==> config.mk <==
export PLATFORM = sky130hd
export DESIGN_NAME = ds1_patmon
export DESIGN_NICKNAME = d
export VERILOG_FILES = /design/src/rtl/ds1pm_pkg.sv /design/src/rtl/ds1pm_retime.sv /design/src/rtl/ds1pm_framer.sv /design/src/rtl/ds1pm_check.sv /design/src/rtl/ds1pm_errcnt.sv /design/src/rtl/ds1_patmon.sv
export SDC_FILE = /design/constraint.sdc
export NUM_CORES = 1
export LEC_CHECK = 0
export ABC_AREA = 1
export BUFFER_PORTS_ARGS = -buffer_cell sky130_fd_sc_hd__buf_2
export CAP_MARGIN = 20
export CORE_ASPECT_RATIO = 2
export CORE_UTILIZATION = 30
export DETAILED_ROUTE_END_ITERATION = 8
export GPL_ROUTABILITY_DRIVEN = 0
export SLEW_MARGIN = 0
export SYNTH_ARGS = -nofsm -noshare
export SYNTH_HDL_FRONTEND = slang
export SYNTH_SLANG_ARGS = --single-unit
==> constraint.sdc <==
create_clock -name clk -period 4.7 [get_ports clk]
set_clock_uncertainty 0.15 [all_clocks]
set_input_delay 0 -clock clk [delete_from_list [all_inputs] [get_ports clk]]
set_output_delay 0 -clock clk [all_outputs]
set_load 0.02 [all_outputs]
==> src/rtl/ds1pm_pkg.sv <==
package ds1pm_pkg;
  typedef enum logic [2:0] {
    PAT_PN15  = 3'd0,
    PAT_PN20  = 3'd1,
    PAT_QRND  = 3'd2,
    PAT_PN23  = 3'd3,
    PAT_ALT   = 3'd4,
    PAT_ONES  = 3'd5,
    PAT_RSVD  = 3'd6,
    PAT_USER  = 3'd7
  } pat_e;

  localparam int PN_HIST_MIN = 23;
  localparam int FRAME_BITS  = 193;
  localparam int SF_SHORT    = 12;
  localparam int SF_LONG     = 24;
endpackage

==> src/rtl/ds1pm_retime.sv <==
module ds1pm_retime (
  input  logic clk,
  input  logic rst,
  input  logic rx_clk,
  input  logic rx_data,
  input  logic rise_sel,
  output logic bit_stb,
  output logic bit_val
);
  logic ck_q, ck_d, dt_q;
  logic edge_hit;

  // edge detect on the sampled receive clock
  assign edge_hit = rise_sel ? (ck_q & ~ck_d) : (~ck_q & ck_d);

  always_ff @(posedge clk) begin
    if (rst) begin
      ck_q    <= 1'b0;
      ck_d    <= 1'b0;
      dt_q    <= 1'b0;
      bit_stb <= 1'b0;
      bit_val <= 1'b0;
    end else begin
      ck_q    <= rx_clk;
      ck_d    <= ck_q;
      dt_q    <= rx_data;
      bit_stb <= edge_hit;
      bit_val <= dt_q;
    end
  end
endmodule

==> src/rtl/ds1pm_framer.sv <==
module ds1pm_framer #(
  parameter int FRAME_LEN = 193,
  parameter int SF_SHORT  = 12,
  parameter int SF_LONG   = 24
) (
  input  logic clk,
  input  logic rst,
  input  logic stb,
  input  logic framed,
  input  logic esf,
  output logic fbit,
  output logic sf_first
);
  localparam int POS_W = $clog2(FRAME_LEN);
  localparam int FRM_W = $clog2(SF_LONG);

  logic [POS_W-1:0] pos;
  logic [FRM_W-1:0] frm;
  logic [FRM_W-1:0] frm_last;

  assign frm_last = esf ? FRM_W'(SF_LONG - 1) : FRM_W'(SF_SHORT - 1);
  assign fbit     = framed && (pos == '0);
  assign sf_first = fbit && (frm == '0);

  always_ff @(posedge clk) begin
    if (rst || !framed) begin
      pos <= '0;
      frm <= '0;
    end else if (stb) begin
      if (pos == POS_W'(FRAME_LEN - 1)) begin
        pos <= '0;
        frm <= (frm >= frm_last) ? '0 : frm + 1'b1;
      end else begin
        pos <= pos + 1'b1;
      end
    end
  end
endmodule

==> src/rtl/ds1pm_check.sv <==
module ds1pm_check
  import ds1pm_pkg::*;
#(
  parameter int HIST_W = 24,
  parameter int USER_W = 24,
  parameter int RUN_N  = 32,
  parameter int WIN_N  = 64,
  parameter int LOSS_N = 8
) (
  input  logic clk,
  input  logic rst,
  input  logic stb,
  input  logic skip,
  input  logic din,
  input  pat_e pat,
  output logic in_sync,
  output logic err_flag,
  output logic cnt_inc
);
  localparam int RUN_W  = $clog2(RUN_N);
  localparam int WIN_W  = $clog2(WIN_N);
  localparam int LOSS_W = $clog2(LOSS_N);

  logic [HIST_W-1:0] hist;
  logic [RUN_W-1:0]  run;
  logic [WIN_W-1:0]  wpos;
  logic [LOSS_W-1:0] werr;
  logic              cmp, expb, mism;

  always_comb begin
    unique case (pat)
      PAT_PN15: expb = hist[14] ^ hist[13];
      PAT_PN20: expb = hist[19] ^ hist[2];
      PAT_QRND: expb = hist[19] ^ hist[16];
      PAT_PN23: expb = hist[22] ^ hist[17];
      PAT_ALT:  expb = ~hist[0];
      PAT_ONES: expb = 1'b1;
      PAT_USER: expb = hist[USER_W-1];
      default:  expb = 1'b0;
    endcase
  end

  assign cmp     = stb && !skip && (pat != PAT_RSVD);
  assign mism    = din ^ expb;
  assign cnt_inc = cmp && mism && in_sync;

  always_ff @(posedge clk) begin
    if (rst) begin
      hist     <= '0;
      run      <= '0;
      wpos     <= '0;
      werr     <= '0;
      in_sync  <= 1'b0;
      err_flag <= 1'b0;
    end else begin
      err_flag <= cmp && mism;
      if (pat == PAT_RSVD) begin
        in_sync <= 1'b0;
        run     <= '0;
      end else if (cmp) begin
        hist <= {hist[HIST_W-2:0], in_sync ? expb : din};
        if (!in_sync) begin
          if (mism) begin
            run <= '0;
          end else if (run == RUN_W'(RUN_N - 1)) begin
            in_sync <= 1'b1;
            run     <= '0;
            wpos    <= '0;
            werr    <= '0;
          end else begin
            run <= run + 1'b1;
          end
        end else if (mism && (werr == LOSS_W'(LOSS_N - 1))) begin
          in_sync <= 1'b0;
          run     <= '0;
        end else begin
          wpos <= (wpos == WIN_W'(WIN_N - 1)) ? '0 : wpos + 1'b1;
          werr <= (wpos == WIN_W'(WIN_N - 1)) ? '0 : werr + LOSS_W'(mism);
        end
      end
    end
  end
endmodule

==> src/rtl/ds1pm_errcnt.sv <==
module ds1pm_errcnt #(
  parameter int CNT_W = 16
) (
  input  logic             clk,
  input  logic             rst,
  input  logic             clr,
  input  logic             inc,
  output logic [CNT_W-1:0] cnt
);
  localparam logic [CNT_W-1:0] CNT_MAX = {CNT_W{1'b1}};

  always_ff @(posedge clk) begin
    if (rst || clr) begin
      cnt <= '0;
    end else if (inc && (cnt != CNT_MAX)) begin
      cnt <= cnt + 1'b1;
    end
  end
endmodule

==> src/rtl/ds1_patmon.sv <==
module ds1_patmon
  import ds1pm_pkg::*;
#(
  parameter int CNT_W  = 16,
  parameter int USER_W = 24,
  parameter int RUN_N  = 32,
  parameter int WIN_N  = 64,
  parameter int LOSS_N = 8
) (
  input  logic             clk,
  input  logic             rst,
  input  logic             rx_clk,
  input  logic             rx_data,
  input  logic [2:0]       cfg_pattern,
  input  logic             cfg_rx_inv,
  input  logic             cfg_framed,
  input  logic             cfg_esf,
  input  logic             cfg_rise,
  input  logic             cnt_clr,
  output logic             in_sync,
  output logic             err_flag,
  output logic [CNT_W-1:0] err_cnt,
  output logic             sf_mark
);
  localparam int HIST_W = (USER_W > PN_HIST_MIN) ? USER_W : PN_HIST_MIN;

  logic bit_stb, bit_val;
  logic fbit, sf_first, cnt_inc;

  ds1pm_retime u_retime (
    .clk      (clk),
    .rst      (rst),
    .rx_clk   (rx_clk),
    .rx_data  (rx_data),
    .rise_sel (cfg_rise),
    .bit_stb  (bit_stb),
    .bit_val  (bit_val)
  );

  ds1pm_framer #(
    .FRAME_LEN (FRAME_BITS),
    .SF_SHORT  (SF_SHORT),
    .SF_LONG   (SF_LONG)
  ) u_framer (
    .clk      (clk),
    .rst      (rst),
    .stb      (bit_stb),
    .framed   (cfg_framed),
    .esf      (cfg_esf),
    .fbit     (fbit),
    .sf_first (sf_first)
  );

  ds1pm_check #(
    .HIST_W (HIST_W),
    .USER_W (USER_W),
    .RUN_N  (RUN_N),
    .WIN_N  (WIN_N),
    .LOSS_N (LOSS_N)
  ) u_check (
    .clk      (clk),
    .rst      (rst),
    .stb      (bit_stb),
    .skip     (fbit),
    .din      (bit_val ^ cfg_rx_inv),
    .pat      (pat_e'(cfg_pattern)),
    .in_sync  (in_sync),
    .err_flag (err_flag),
    .cnt_inc  (cnt_inc)
  );

  ds1pm_errcnt #(
    .CNT_W (CNT_W)
  ) u_errcnt (
    .clk (clk),
    .rst (rst),
    .clr (cnt_clr),
    .inc (cnt_inc),
    .cnt (err_cnt)
  );

  always_ff @(posedge clk) begin
    if (rst) sf_mark <= 1'b0;
    else     sf_mark <= bit_stb && sf_first;
  end
endmodule

Word-level counts from Yosys, hierarchy flattened
Index checks and enable logic that the tools add are counted.
Storage, ports and cells
  output and inout port bits: 19
  register bits after elaboration: 75
Operators by class
  eq/ne operators: 16
  reductions and logical operators: 22
  $lt $le $gt $ge: 1
  multiplexer cells: 24
  bitwise gates (word level): 12
  add/subtract/negate cells: 6
Operators with widths (number)
  5-bit two-way mux: 6
  6-bit two-way mux: 5
  16-bit by 1-bit adder with 16-bit output, second input constant: 1
  16-bit != test, second input constant: 1
  3-bit == test, second input constant: 5
  3-bit two-way mux: 5
  5-bit by 1-bit adder with 5-bit output, second input constant: 2
  1-bit logical AND: 9
  8-bit by 1-bit adder with 8-bit output, second input constant: 1
  8-bit == test, second input constant: 1
  8-bit logical NOT: 1
  8-bit two-way mux: 1
  1-bit one-hot mux with 7 select lines: 1
  6-bit by 1-bit adder with 6-bit output, second input constant: 1
  3-bit by 2-bit == test with 1-bit output, second input constant: 2
  6-bit == test, second input constant: 1
  1-bit two-way mux: 6
  2-bit AND reduction: 3
  1-bit XOR: 6
  5-bit == test, second input constant: 1
  5-bit greater-or-equal comparator: 1
  5-bit logical NOT: 1
  5-bit AND reduction: 1
  2-bit != test, second input constant: 2
  other kinds (11): 17

Depth between registers and ports, before layout
Gate-level depths: netlist of run 1.
  depth after elaboration: 8
  gate-level depth with buffers: 15

Modules after synthesis
From an unflattened synthesis of run 1, not the netlist that was laid out.
Second synthesis, totals
  cells, all modules: 568
  area, all modules: 3854.9 um^2
By module, submodules not included
  ds1pm_check: cells an instance 270, area each 1879.3 um^2, times used 1
  ds1pm_errcnt: cells an instance 149, area each 950.9 um^2, times used 1
  ds1pm_framer: cells an instance 120, area each 815.8 um^2, times used 1
  ds1pm_retime: cells an instance 21, area each 162.7 um^2, times used 1
  ds1_patmon: cells an instance 8, area each 46.3 um^2, times used 1

Worst setup path after synthesis of run 1
Ideal clock, no wire load.
  kind: flip-flop to flip-flop
  start: reg u_errcnt.cnt[0]
  end: reg u_errcnt.cnt[14]
  arrival time: 1.902 ns
  setup time: 0.132 ns
  stages on the path, launching flop included: 10
  path slack: 2.516 ns
  path through: dfxtp_1 -> ha_1 -> nand3_1 -> nor3_2 -> nand3_2 -> nor3_2 -> nand4_2 -> clkbuf_1 -> nand3_1 -> a21oi_1
Between the ends
  word-level cells in the longest chain between the ends: 2
  elaborated cells between the ends (all ways): 3
  those cells by class: add/sub: 1; eq/ne: 1; reduce/logical: 1
Ends and longest elaborated chain
  start, declared: line ds1pm_errcnt.sv:8  | output logic [CNT_W-1:0] cnt
  start signal, assigned: line ds1pm_errcnt.sv:16  | cnt <= cnt + 1'b1;
  branches (longest 2 deep; another with 16-bit by 1-bit adder with 16-bit output)
Parallel ways; which one is timed is not known.
A chain may end at the register's enable or synchronous reset.

Worst setup path in the final report of run 1
  start: reg u_framer.pos[1]
  end: reg u_check.run[0]
Between the ends
  word-level cells in the longest chain between the ends: 6
Ends and longest elaborated chain
  start, declared: line ds1pm_framer.sv:17  | logic [POS_W-1:0] pos;
  start signal, assigned: line ds1pm_framer.sv:34  | pos <= pos + 1'b1;
  8-bit logical NOT: line ds1pm_framer.sv:22  | assign fbit = framed && (pos == '0);
  1-bit logical AND: line ds1pm_framer.sv:22
  1-bit logical NOT: line ds1pm_check.sv:43  | assign cmp = stb && !skip && (pat != PAT_RSVD);
  1-bit logical AND (2 in series): line ds1pm_check.sv:43
  2-bit AND reduction (no line)
  end signal, assigned: line ds1pm_check.sv:71  | run <= run + 1'b1;
  end, declared: line ds1pm_check.sv:25  | logic [RUN_W-1:0] run;
No other way between the ends.

==> results of run 1 <==
## worst paths after layout
| check | from | endpoint | slack [ps] | depth (start not counted) |
|---|---|---|---|---|
| worst max-delay path | u_framer.pos[1]$_SDFFE_PP0P_ | u_check.run[0]$_SDFFE_PP0P_ | 1710 | 12 |
| worst min-delay path | cfg_pattern[2] | u_check.run[1]$_SDFFE_PP0P_ | -2 | 4 |
| worst max register to register | u_framer.pos[1]$_SDFFE_PP0P_ | u_check.run[0]$_SDFFE_PP0P_ | 1710 | 12 |
| worst min register to register | u_retime.dt_q$_SDFF_PP0_ | u_retime.bit_val$_SDFF_PP0_ | 250 | 2 |
## state kept, by name, indices dropped and copies added (netlist names)
register	flops
u_framer.pos	8
u_check.run	5
u_check.in_sync	1
u_check.hist	24
u_framer.frm	5
u_errcnt.cnt	16
u_check.werr	3
u_check.wpos	6
u_retime.bit_val	1
u_retime.ck_q	1
u_retime.bit_stb	1
u_retime.ck_d	1
u_retime.dt_q	1
u_check.err_flag	1
sf_mark	1
## cells by family (layout without fill, tap and decap cells)
logic type                 Yosys count  in the layout  share of synthesized area
adders and majority gates           12             12                    0.04088
AOI/OAI and AO/OA                   86             86                     0.1220
buffers and inverters               77            117                    0.08347
xor gates and xnor gates            19             19                    0.04532
DFF                                 75             75                     0.4089
and+or+nand+nor                    246            246                     0.2995
## power breakdown
group	internal, mW	total (mW)	switching, mW
clock network	0.384	0.646	0.262
registers	0.641	0.645	0.00313
logic	0.0208	0.0618	0.0410
## placed cells by master, fill, tap and decap left out, types with 2 or more instances in the layout
cell type                       instances
sky130_fd_sc_hd__a211oi_1               2
sky130_fd_sc_hd__a21oi_1               55
sky130_fd_sc_hd__buf_2                 30
sky130_fd_sc_hd__clkbuf_16              9
sky130_fd_sc_hd__clkbuf_8               2
sky130_fd_sc_hd__clkinv_2               2
sky130_fd_sc_hd__clkinvlp_4             2
sky130_fd_sc_hd__dfxtp_1               75
sky130_fd_sc_hd__dlygate4sd3_1          8
sky130_fd_sc_hd__ha_1                  12
sky130_fd_sc_hd__inv_1                 61
sky130_fd_sc_hd__nand2_1              108
sky130_fd_sc_hd__nand2_2                2
sky130_fd_sc_hd__nand3_1               53
sky130_fd_sc_hd__nand3b_1               3
sky130_fd_sc_hd__nand4_1                6
sky130_fd_sc_hd__nor2_1                49
sky130_fd_sc_hd__nor3_1                14
sky130_fd_sc_hd__nor3_2                 2
sky130_fd_sc_hd__nor4_1                 2
sky130_fd_sc_hd__o21ai_0               25
sky130_fd_sc_hd__xnor2_1                5
sky130_fd_sc_hd__xor2_1                14
## synth_stat cells, drive strengths merged
cell    count
nor3       17
o21ai      25
a311oi      1
and3        1
a21oi      56
nand3b      3
nand4       7
ha         12
a211oi      2
clkinv      1
inv        61
nand2     111
clkbuf     10
a221oi      1
nand3      54
xor2       14
nor4        2
o22ai       1
buf         5
xnor2       5
nor2       49
nor3b       1
or2         1
dfxtp      75
## per-stage QoR
stage | worst slack, ps | util | power (mW)
finish | 1706 | 0.3631 | 1.352
global route | 1329 | 0.3631 | 1.410
CTS | 1726 | 0.3631 | 1.372
detailed placement | 1723 | 0.3325 | 0.7153
global placement | 1806 | 0.3325 | 0.7140
floorplan | 2516 | - | 0.6971
## layout make-up
cell class / count / share of cell area
clock buffers: 12 / 0.05966
clock inverters: 4 / 0.005821
inverters: 62 / 0.05413
multi-input cells: 363 / 0.4336
flip-flops and latches: 75 / 0.3492
well taps: 145 / 0.04220
repair buffers: 39 / 0.05530
## worst register-to-register path: cells and delay by family (launching register included)
kind | cells | cell delay, ps
buffers and inverters | 5 | 1330
DFF | 1 | 340
adders and majority gates | 1 | 140
and+or+nand+nor | 5 | 770
AOI/OAI and AO/OA | 1 | 160
## routing by layer
layer | wire, um | global-route usage
met1 | 3426 | 0.1368
met2 | 4577 | 0.2821
met3 | 244 | 0.02980
met4 | 314 | 0.09864
met5 | 0 | 0
==> flow_summary.ini, run 1 <==
[grt]
antenna_found_initial = 1
grt_start_max_net_pins = 35
grt.overflow.total = 0
global_route.usage.total = 0.1479
grt_pass1_wl_um = 14560
first_global_vias = 3353

[timing]
worstMarginPinSlew_ps = 827.3
worst_hold_slack_ps = -1.996
count_of_final_max_slew_check_failures = 0
timing.setup.tns_ps = 0
final_critical_path_time_including_i_o_delays_and_setup_ps = 2994
number_of_setup_violations_in_the_final_report = 0
timing.slew.headroom = 0.4451
finalHoldViolations = 1
timing.final.crit_share = 0.6370
timing.fmax_ghz = 0.3340
grt_setup_unrepaired = false

[synth]
ys_ff_latch = 75
post_synthesis_sequential_area_ratio = 0.4089
synthesis.nets = 539
netlist.area_leader.share = 0.4089
syn-instance-count = 515
avgSynthCellArea_um2 = 7.131
yosysWarningCount = 0
ranking_of_synthesized_cells_by_area = sky130_fd_sc_hd__dfxtp_1 (41%), sky130_fd_sc_hd__nand2_1 (11%), sky130_fd_sc_hd__a21oi_1 (7.5%)
synth.cell_area_mm2 = 0.003672
synth_cell_type_count = 33
synth_largest_area_cell = sky130_fd_sc_hd__dfxtp_1

[finish]
num_antenna_cells = 0
multi_input_area_mm2 = 0.001864
post_route_cells_drive_above_1_share = 0.1009
final.fill_count = 1239
area.growth.synth_to_final_pct = 17.07
design_area_mm2 = 0.004299
design.final.nets = 574
final_cell_count_no_fill = 700
area.sequential_mm2 = 0.001501

[clocking]
cts_resized = 0
post-cts-setup-buffers = 0
cts.root.buffer_cell = sky130_fd_sc_hd__clkbuf_16
clock_sink_count = 75
clock_latency_ps = 340
level_count_of_the_clock_h_tree = 3
postCtsHoldBufs = 8
tritoncts = yes
clk_pin_slew_ps = 60
clock_path_buffers = 2
cts_buffers = 9

[setup_path]
cpPeakStageDelay_ps = 740
startpoint_type = register
timing.critical_path.cells = inv_1, ha_1, nand2_1, inv_1, nand3_1, nand3_1, buf_4, clkinv_1, nand2_1, inv_1, o21ai_0, nor2_1
cp.arrival_ps = 3070
worstSetupPathType = register to register
crit_slowest_cell = sky130_fd_sc_hd__clkinv_1
crit_required_ps = 4780
path_buf_inv = 5
crit_path_end_kind = register
critPathTopFamily = buffers and inverters
worst_path_most_repeated_cell = sky130_fd_sc_hd__inv_1
worstPathMaxFanout = 34

[routing]
drt_iter0_markers = 126
via_count = 3418
drc = 0
first_pass_drt_iterations = 4
postRouteWirelength_um = 8562
wl_per_cell_um = 12.23
ant_nets = 0
via_per_inst = 4.883

[status]
run_status = complete, but fails checks
violations = hold timing

[floorplan]
die_area_mm2 = 0.01271
design.core.area_mm2 = 0.01184
dieHeight_um = 158.5
die_w_um = 80.24
floorplan.io_pins = 31
initial_core_util = 0.3101
row_count = 56

[worst_hold_path]
worstHoldPathType = input pin to register

[placement]
dpl-instance-area_mm2 = 0.003938
post-dp-hpwl_um = 6241
port-buffer-count = 30
place_inst = 676

[pwr]
static-leakage-power_nw = 1.749
p_per_area_mw_per_mm2 = 314.5
vdd_drop_max_v = 0.0001863

[job]
max_cap_viol_count = 0
(Power assumes the default switching activity.)
==> run 2: changes to the inputs <==
Clock period 4.7 ns to 2.77 ns, I/O delays scaled along.
==> flow_summary.ini, run 2 (synthesis gave the netlist of run 1 again) <==
[timing]
grt_setup_unrepaired = false
timing.fmax_ghz = 0.4272
finalHoldViolations = 0
timing.slew.headroom = 0.5913
number_of_setup_violations_in_the_final_report = 0
final_critical_path_time_including_i_o_delays_and_setup_ps = 2341
timing.setup.tns_ps = 0
worstMarginPinSlew_ps = 612.3
timing.final.crit_share = 0.8450
count_of_final_max_slew_check_failures = 0

[clocking]
cts.root.buffer_cell = sky130_fd_sc_hd__clkbuf_16
postCtsHoldBufs = 9
tritoncts = yes
clock_latency_ps = 340
clock_sink_count = 75
cts_resized = 0
cts_buffers = 9
level_count_of_the_clock_h_tree = 3
post-cts-setup-buffers = 0
clk_pin_slew_ps = 60
clock_path_buffers = 2

[routing]
via_per_inst = 4.807
drc = 0
via_count = 3389
ant_nets = 0
drt_iter0_markers = 101
postRouteWirelength_um = 8570
wl_per_cell_um = 12.16
first_pass_drt_iterations = 4

[grt]
first_global_vias = 3231
grt_pass1_wl_um = 14350
antenna_found_initial = 0
grt.overflow.total = 0
grt_start_max_net_pins = 30
global_route.usage.total = 0.1481

[finish]
design.final.nets = 579
largestRegisters = u_check.hist (24), u_errcnt.cnt (16), u_framer.pos (8)
final.fill_count = 1225
layout.cells.most_common_list = sky130_fd_sc_hd__nand2_1 (108), sky130_fd_sc_hd__dfxtp_1 (75), sky130_fd_sc_hd__inv_1 (61)
final_cell_count_no_fill = 705
area.sequential_mm2 = 0.001501
top_register = u_check.hist
largest_register_ffs = 24
post_route_cells_drive_above_1_share = 0.1071
num_antenna_cells = 0
area.growth.synth_to_final_pct = 19.76
mostFrequentLayoutCell = sky130_fd_sc_hd__nand2_1
multi_input_area_mm2 = 0.001864

[worst_hold_path]
worstHoldPathType = input pin to register

[placement]
post-dp-hpwl_um = 6241
port-buffer-count = 30
place_inst = 680

[job]
max_cap_viol_count = 0

[setup_path]
cp.arrival_ps = 2460
startpoint_type = input pin
worstSetupPathType = input pin to register
path_buf_inv = 3
crit_path_end_kind = register
worstPathMaxFanout = 11
timing.critical_path.cells = dlygate4sd3_1, buf_2, nor2_1, nand2_1, nand2_1, nand3_1, nand3_1, nand3_1, nand2_4, nand3_1, nand2_1, nand2_1, inv_1, nor2_1, nor2_1
cpPeakStageDelay_ps = 560
crit_slowest_cell = sky130_fd_sc_hd__dlygate4sd3_1
crit_required_ps = 2890
critPathTopFamily = simple AND/OR/NAND/NOR gates

[floorplan]
die_w_um = 80.24
die_area_mm2 = 0.01271
design.core.area_mm2 = 0.01184
dieHeight_um = 158.5
row_count = 56
initial_core_util = 0.3101
floorplan.io_pins = 31

[pwr]
p_per_area_mw_per_mm2 = 578.1
p_total_mw = 2.543
static-leakage-power_nw = 1.803
vdd_drop_max_v = 0.0004455

[status]
run_status = complete, no violations
run 2: metal layers:
metal	vias to the layer above	track usage	part of all wire
li1	1763	-	-
met1	1558	0.1444	0.40
met2	45	0.2755	0.54
met3	23	0.02350	0.019
met4	0	0.1046	0.042
met5	-	0	0
run 2: cell type report:
cell class / instances / area share
clock buffers: 10 / 0.05206
flip-flops and latches: 75 / 0.3414
well taps: 145 / 0.04125
clock inverters: 6 / 0.02532
multi-input cells: 363 / 0.4239
repair buffers: 44 / 0.06316
inverters: 62 / 0.05292
run 2: worst reg2reg max path, delay by kind of cell, from the launching register on:
kind            cells  cell delay [ps]
compound gates      1              130
simple gates        7             1270
fa+ha+maj           1              240
flops               1              390
run 2: where the power goes:
| part | total, mW | internal (mW) | switching, mW |
|---|---|---|---|
| Combinational | 0.105 | 0.0366 | 0.0688 |
| Sequential | 1.09 | 1.09 | 0.00528 |
| Clock | 1.34 | 0.881 | 0.462 |
| Total | 2.54 | 2.01 | 0.536 |
run 2: path summary, 6_finish.rpt:
kind	depth (start not counted)	slack [ps]	startpoint	to
worst min-delay path	4	40	cfg_pattern[1]	u_check.run[1]$_SDFFE_PP0P_
worst min register to register	2	250	u_retime.dt_q$_SDFF_PP0_	u_retime.bit_val$_SDFF_PP0_
worst max-delay path	15	430	cfg_pattern[2]	u_check.wpos[5]$_SDFFE_PP0P_
worst max register to register	9	520	u_errcnt.cnt[0]$_SDFFE_PP0P_	u_errcnt.cnt[11]$_SDFFE_PP0P_
run 2: stage by stage:
step	util	instance area (um^2)	hold slack, ps	worst slack [ps]
after floorplan	-	3672	-43.03	586.0
after global placement	0.3351	3968	46.99	575.6
after detailed placement	0.3351	3968	56.70	537.3
after CTS	0.3714	4398	34.29	451.8
after global routing	0.3714	4398	96.37	146.0
final	0.3714	4398	40.18	429.3
==> run 3: changes to the inputs <==
Clock period 2.77 ns to 2.4 ns, I/O delays scaled along.
==> flow_summary.ini, run 3 (synthesis gave the netlist of run 1 again) <==
[status]
run_status = complete, no violations

[finish]
final_cell_count_no_fill = 711
top_register = u_check.hist
multi_input_area_mm2 = 0.001874
largestRegisters = u_check.hist (24), u_errcnt.cnt (16), u_framer.pos (8)
post_route_cells_drive_above_1_share = 0.1219
finalCoreUtilization = 0.3771
area.growth.synth_to_final_pct = 21.60
layout.cells.most_common_list = sky130_fd_sc_hd__nand2_1 (108), sky130_fd_sc_hd__dfxtp_1 (75), sky130_fd_sc_hd__inv_1 (61)
final.fill_count = 1203
design.final.nets = 585
area.sequential_mm2 = 0.001501
largest_register_ffs = 24
num_antenna_cells = 0
design_area_mm2 = 0.004466
mostFrequentLayoutCell = sky130_fd_sc_hd__nand2_1

[clocking]
tritoncts = yes
clk_pin_slew_ps = 60
clock_path_buffers = 2
clock_latency_ps = 330
level_count_of_the_clock_h_tree = 3
cts_buffers = 9
clock_sink_count = 75
cts.root.buffer_cell = sky130_fd_sc_hd__clkbuf_16

[setup_path]
critPathTopFamily = simple AND/OR/NAND/NOR gates
cpPeakStageDelay_ps = 380
worst_path_most_repeated_cell = sky130_fd_sc_hd__nor3_2
timing.critical_path.cells = ha_1, nand3_1, nor3_2, nand3_2, nor3_2, nand4_2, buf_4, nand3b_1, a21oi_1
crit_slowest_cell = sky130_fd_sc_hd__dfxtp_1
crit_required_ps = 2450
reg2reg_slack_ps = 200
regToRegEndpoint = u_errcnt.cnt[0]$_SDFFE_PP0P_
rr_worst_depth = 9
path_buf_inv = 1
worstSetupPathType = register to register
worstPathMaxFanout = 9
startpoint_type = register
cp.arrival_ps = 2250
timing.rr.start = u_errcnt.cnt[0]$_SDFFE_PP0P_
cp-startpoint = u_errcnt.cnt[0]$_SDFFE_PP0P_
crit_path_end_kind = register

[timing]
timing.fmax_ghz = 0.4556
final_critical_path_time_including_i_o_delays_and_setup_ps = 2195
postLayoutSetupSlackWorst_ps = 204.9
timing.slew.headroom = 0.6818
timing.final.crit_share = 0.9146
worstMarginPinSlew_ps = 476.8
timing.setup.tns_ps = 0
number_of_setup_violations_in_the_final_report = 0
grt_setup_unrepaired = false
finalHoldViolations = 0
worst_hold_slack_ps = 92.09
count_of_final_max_slew_check_failures = 0

[routing]
postRouteWirelength_um = 8461
via_per_inst = 4.833
wl_per_cell_um = 11.90
ant_nets = 0
drc = 0
via_count = 3436
first_pass_drt_iterations = 6
drt_iter0_markers = 134

[worst_hold_path]
hold_path_end = u_check.run[4]$_SDFFE_PP0P_
timing.hold.worst.start = cfg_pattern[1]
worstHoldPathType = input pin to register
whs_path_depth = 4

[placement]
dpl-instance-area_mm2 = 0.004025
post-place-ws_ps = 129.6
place_inst = 686
post-dp-hpwl_um = 6194
port-buffer-count = 30

[grt]
grt_pass1_wl_um = 14630
first_global_vias = 3384
antenna_found_initial = 0
grt_start_max_net_pins = 28
global_route.usage.total = 0.1479
grt.overflow.total = 0

[pwr]
p_total_mw = 2.886
static-leakage-power_nw = 1.830
vdd_drop_max_v = 0.0003565
p_per_area_mw_per_mm2 = 646.2

[floorplan]
initial_core_util = 0.3101
dieHeight_um = 158.5
design.core.area_mm2 = 0.01184
floorplan.io_pins = 31
row_count = 56
die_w_um = 80.24
die_area_mm2 = 0.01271

[job]
max_cap_viol_count = 0
==> run 3: layout make-up <==
type	instances	area share
inverter	62	0.05296
clock buffer	11	0.05660
multi-input combinational	363	0.4197
clock inverter	5	0.01877
tap	145	0.04063
sequential	75	0.3362
timing repair buffer	50	0.07509
==> run 3: worst register-to-register path, delay by kind of cell, from the launching register on <==
family | cells | cell delay (ps)
AND/OR/NAND/NOR | 6 | 1020
flip-flops | 1 | 380
AO/OA/AOI/OAI | 1 | 60
adder cells (fa/ha/maj) | 1 | 230
buffers and inverters | 1 | 220
==> run 3: timing repair <==
item                                    CTS  global route
hold buffers                              9             0
gates resized for setup                   0             3
setup buffers                             0             0
endpoints found under the hold margin    25             0
endpoints found under the setup margin    0            17
==> run 3: report_power, final <==
part | switching, mW | internal [mW] | total (mW)
logic | 0.0812 | 0.0448 | 0.126
registers | 0.00612 | 1.26 | 1.26
clock network | 0.528 | 0.970 | 1.50
==> run 3: how the worst max path moves through the flow <==
stage	end	depth (start not counted)	slack (ps)
global placement	u_errcnt.cnt[13]$_SDFFE_PP0P_	9	200
floorplan	u_errcnt.cnt[14]$_SDFFE_PP0P_	9	220
CTS	u_errcnt.cnt[6]$_SDFFE_PP0P_	9	110
detailed placement	u_errcnt.cnt[6]$_SDFFE_PP0P_	9	130
finish	u_errcnt.cnt[0]$_SDFFE_PP0P_	9	200
global route	u_errcnt.cnt[0]$_SDFFE_PP0P_	9	2
==> run 3: routing by layer <==
metal | GRT usage | routed length, um | vias to the layer above
li1 | - | - | 1778
met1 | 0.1468 | 3410 | 1581
met2 | 0.2711 | 4447 | 60
met3 | 0.03496 | 323 | 17
met4 | 0.09014 | 279 | 0
met5 | 0 | 0 | -
